--- src/rtl/slice_cnt_pkg.sv ---
package slice_cnt_pkg;
    localparam int SLICE_W = 4;
    typedef logic [SLICE_W-1:0] nibble_t;
    localparam nibble_t NIBBLE_FULL = '1;
endpackage

--- src/rtl/cnt_slice.sv ---
module cnt_slice
    import slice_cnt_pkg::*;
(
    input  logic    clk,
    input  logic    rst,
    input  logic    en,
    output nibble_t q,
    output logic    full
);
    nibble_t q_next;

    always_comb begin
        q_next = q;
        if (en) q_next = q + nibble_t'(1);
    end

    always_ff @(posedge clk) begin
        if (rst) q <= '0;
        else     q <= q_next;
    end

    assign full = (q == NIBBLE_FULL);
endmodule

--- src/rtl/slice_en_chain.sv ---
module slice_en_chain #(
    parameter int NUM_SLICES = 2
) (
    input  logic                  glob_en,
    input  logic [NUM_SLICES-1:0] slice_full,
    output logic [NUM_SLICES-1:0] slice_en,
    output logic                  chain_tc
);
    assign slice_en[0] = glob_en;

    for (genvar k = 1; k < NUM_SLICES; k++) begin : g_link
        assign slice_en[k] = slice_en[k-1] & slice_full[k-1];
    end

    assign chain_tc = slice_en[NUM_SLICES-1] & slice_full[NUM_SLICES-1];
endmodule

--- src/rtl/slice_chain_counter.sv ---
module slice_chain_counter
    import slice_cnt_pkg::*;
#(
    parameter int NUM_SLICES = 2
) (
    input  logic                            clk,
    input  logic                            rst,
    input  logic                            cnt_en,
    output logic [NUM_SLICES*SLICE_W-1:0]   count,
    output logic                            tc
);
    localparam int CNT_W = NUM_SLICES * SLICE_W;

    logic [NUM_SLICES-1:0] slice_full;
    logic [NUM_SLICES-1:0] slice_en;

    slice_en_chain #(.NUM_SLICES(NUM_SLICES)) u_chain (
        .glob_en    (cnt_en),
        .slice_full (slice_full),
        .slice_en   (slice_en),
        .chain_tc   (tc)
    );

    for (genvar k = 0; k < NUM_SLICES; k++) begin : g_slice
        nibble_t q_k;
        cnt_slice u_slice (
            .clk  (clk),
            .rst  (rst),
            .en   (slice_en[k]),
            .q    (q_k),
            .full (slice_full[k])
        );
        assign count[k*SLICE_W +: SLICE_W] = q_k;
    end
endmodule

--- config.mk ---
export PLATFORM = sky130hd
export DESIGN_NAME = slice_chain_counter
export DESIGN_NICKNAME = d
export VERILOG_FILES = /design/src/rtl/slice_cnt_pkg.sv /design/src/rtl/cnt_slice.sv /design/src/rtl/slice_en_chain.sv /design/src/rtl/slice_chain_counter.sv
export SDC_FILE = /design/constraint.sdc
export NUM_CORES = 1
export LEC_CHECK = 0
export ABC_AREA = 1
export CORE_AREA = 4 4 41 43
export DETAILED_ROUTE_END_ITERATION = 7
export DIE_AREA = 0 0 45 47
export GPL_TIMING_DRIVEN = 0
export MAX_ROUTING_LAYER = met4
export PLACE_DENSITY = 0.54
export SETUP_SLACK_MARGIN = 0.05
export SKIP_CTS_REPAIR_TIMING = 1
export SYNTH_ARGS = -nofsm -noshare
export SYNTH_HDL_FRONTEND = slang
export SYNTH_SLANG_ARGS = --single-unit
--- constraint.sdc ---
create_clock -name clk -period 1 [get_ports clk]
set_input_delay 0.15 -clock clk [delete_from_list [all_inputs] [get_ports clk]]
set_output_delay 0.15 -clock clk [all_outputs]
set_load 0.1 [all_outputs]
==> flow_metrics.env <==
export IMPL_io_pins=12
export IMPL_slowest_stage="dfxtp_4"
export IMPL_die_area_um2=2115
export IMPL_postPlaceCellArea_um2=553.0
export IMPL_worstSetupEndpointType="output port"
export IMPL_dp_hpwl_um=597
export IMPL_power_mw=0.7526
export IMPL_wirelength_um=874
export IMPL_regMostFlops="g_slice.u_slice.q"
export IMPL_rsz0062_at_grt="yes"
export IMPL_cts_root_buf="clkbuf_4"
export IMPL_crit_chain="ha_4 > nand2_4 > nor2_4 > nand3_4 > nor2_4 > buf_12"
export IMPL_fin_skew_ns=0.007082
export IMPL_worst_slack_ns=-0.5553
export IMPL_r2r_end="g_slice[1].u_slice.q[2]"
export IMPL_rr_startpoint="g_slice[0].u_slice.q[1]"
export IMPL_synthCells=49
export IMPL_violations="setup timing"
export IMPL_vias=395
export IMPL_worst_setup_path_start_kind="flop"
export IMPL_overflow=0
export IMPL_final_nets=76
export IMPL_p_seq_share_pct=42.8
export IMPL_syn_nets=54
export IMPL_grt_pass1_wl_mm=1.435
export IMPL_cts_sinks=8
export IMPL_drc=0
export IMPL_htreeDepth=1
export IMPL_p_per_area_nw_per_um2=1033
export IMPL_status="finished, violations left"
export IMPL_hold_start="cnt_en"
export IMPL_slowest_delay_ns=0.36
export IMPL_antenna_cells=0
export IMPL_grt_max_degree=8
export IMPL_ys_warn_count=0
export IMPL_p_sw_mw=0.2290
export IMPL_holdCritPathClass="in2reg"
export IMPL_final_area_um2=728.2
export IMPL_drt_vias_per_instance=4.647
export IMPL_peakVddDrop_mv=0.8252
export IMPL_coreArea_um2=1301
export IMPL_p_leak_nw=0.2915
export IMPL_syn_area_per_cell_um2=7.482
export IMPL_p_clk_share_pct=37.1
export IMPL_drtAntennaViolNets=0
export IMPL_dieWidth_um=45
export IMPL_clkLatencyLatePin_ns=0.26
export IMPL_std_cell_rows=13
export IMPL_wl_per_cell_um=10.28
export IMPL_area_growth_pct=98.63
export IMPL_grt_pass1_vias=343
export IMPL_ys_seq_area_share_pct=43.69
export IMPL_layout_drive_gt1_share_pct=50.00
export IMPL_setup_viol=6
export IMPL_p_comb_share_pct=20.2
export IMPL_max_freq_ghz=0.6430
export IMPL_clkTransAtPathRegs_ns=0.06
export IMPL_syn_area_um2=366.6
export IMPL_die_h_um=47
export IMPL_start_util_pct=28.17
export IMPL_cts_buffer_depth=2
export IMPL_worst_hold_slack_ns=0.2730
export IMPL_antenna_found_initial=0
export IMPL_maxCapViolations=0
export IMPL_first_pass_iters=3
export IMPL_whs_endpoint="g_slice[0].u_slice.q[1]"
export IMPL_place_congestion=0.7392
export IMPL_maxSlewViolCount=0
export IMPL_hold_depth=2
export IMPL_synth_seq_cells=8
export IMPL_drt_initial_drc_count=7
export IMPL_rrSetupSlack_ns=-0.20
export IMPL_rr_worst_depth=7
export IMPL_post_route_period_util_pct=155.5
export IMPL_cp_arrival_ns=1.41
export IMPL_reg_top3="g_slice.u_slice.q: 8 flops"
export IMPL_required_ns=0.85
export IMPL_portBuffers=11
export IMPL_tightestPinTransition_ns=0.2830
export IMPL_largest_reg_flops=8
export IMPL_grt_util_all_layers_pct=10.04
export IMPL_switching_share_pct=30.43
export IMPL_criticalPathCategory="reg2out"
export IMPL_p_int_mw=0.5236
export IMPL_slew_headroom_pct=81.10
export IMPL_final_cell_mix="8 x dfxtp_4, 8 x buf_12, 6 x inv_1, 6 x nand2_1, 6 x nor2_1"
export IMPL_cts_tree="yes"
export IMPL_finalHoldViolations=0
export IMPL_crit_top_cell="nor2_4"
export IMPL_path_max_fanout=6
export IMPL_ys_types=12
export IMPL_period_minus_slack_ns=1.555
export IMPL_numCtsBuffers=3
[routing by layer]
| layer | routed length, um | GRT usage, % | vias up |
|---|---|---|---|
| met2 | 382 | 14.41 | 13 |
| met1 | 401 | 11.62 | 175 |
| li1 | - | - | 205 |
| met5 | 0 | - | - |
| met4 | 6 | 3.509 | 0 |
| met3 | 84 | 5.747 | 2 |
[critical path: cells and delay by family (launching register included)]
family / cells / cell delay (ns)
flops: 1 / 0.36
fa+ha+maj: 1 / 0.15
simple gates: 4 / 0.45
buf+inv: 1 / 0.18
[worst max-delay path by stage]
| stage | start | endpoint | slack (ns) | cells past startpoint |
|---|---|---|---|---|
| floorplan | g_slice[0].u_slice.q[0] | tc | -0.70 | 5 |
| global placement | cnt_en | tc | -1.52 | 6 |
| detailed placement | cnt_en | tc | -1.54 | 6 |
| CTS | cnt_en | tc | -1.52 | 6 |
| global route | g_slice[0].u_slice.q[1] | tc | -0.63 | 6 |
| finish | g_slice[0].u_slice.q[1] | tc | -0.56 | 6 |
[per-stage QoR]
| stage | utilization (%) | setup slack (ns) | cells | setup TNS (ns) |
|---|---|---|---|---|
| floorplan | - | -0.6982 | 49 | -1.584 |
| global placement | 42.50 | -1.520 | 75 | -8.404 |
| detailed placement | 42.50 | -1.541 | 75 | -8.548 |
| CTS | 44.52 | -1.523 | 79 | -9.028 |
| global route | 55.96 | -0.6306 | 85 | -1.428 |
| finish | 55.96 | -0.5553 | 85 | -1.029 |
[kinds of logic (layout without fill, tap and decap cells)]
logic type                 count (synthesis)  in the layout  share of synthesized area [%]
DFF                                        8              8                          43.69
AOI/OAI and AO/OA                         11             11                          16.04
buffers and inverters                      7             28                          7.169
and+or+nand+nor                           21             21                          26.28
adders and majority gates                  2              2                          6.825
[Yosys cell counts]
| cell type | number | area share, % |
|---|---|---|
| nand2_2 | 1 | 1.7 |
| a21oi_1 | 5 | 6.8 |
| ha_1 | 2 | 6.8 |
| nor2_4 | 1 | 3.1 |
| nand4_1 | 1 | 1.7 |
| o21ai_0 | 5 | 6.8 |
| nor2_1 | 7 | 7.2 |
| dfxtp_1 | 8 | 44 |
| a21oi_2 | 1 | 2.4 |
| inv_1 | 7 | 7.2 |
| nand3_1 | 4 | 5.5 |
| nand2_1 | 7 | 7.2 |
[power by group through the flow]
stage / registers, mW / logic (mW) / clock network [mW]
finish: 0.322 / 0.152 / 0.279
global route: 0.324 / 0.160 / 0.305
CTS: 0.329 / 0.120 / 0.291
detailed placement: 0.336 / 0.120 / 0
global placement: 0.336 / 0.119 / 0
floorplan: 0.392 / 0.0286 / 0
[layout make-up]
class,instances,area [um2]
Fill cell,116,573.1
Multi-Input combinational cell,34,224.0
Tap cell,15,18.77
Timing Repair Buffer,17,242.7
Clock buffer,4,26.28
Sequential cell,8,190.2
Inverter,7,26.28
No activity file was read; power rests on OpenSTA's default activity.
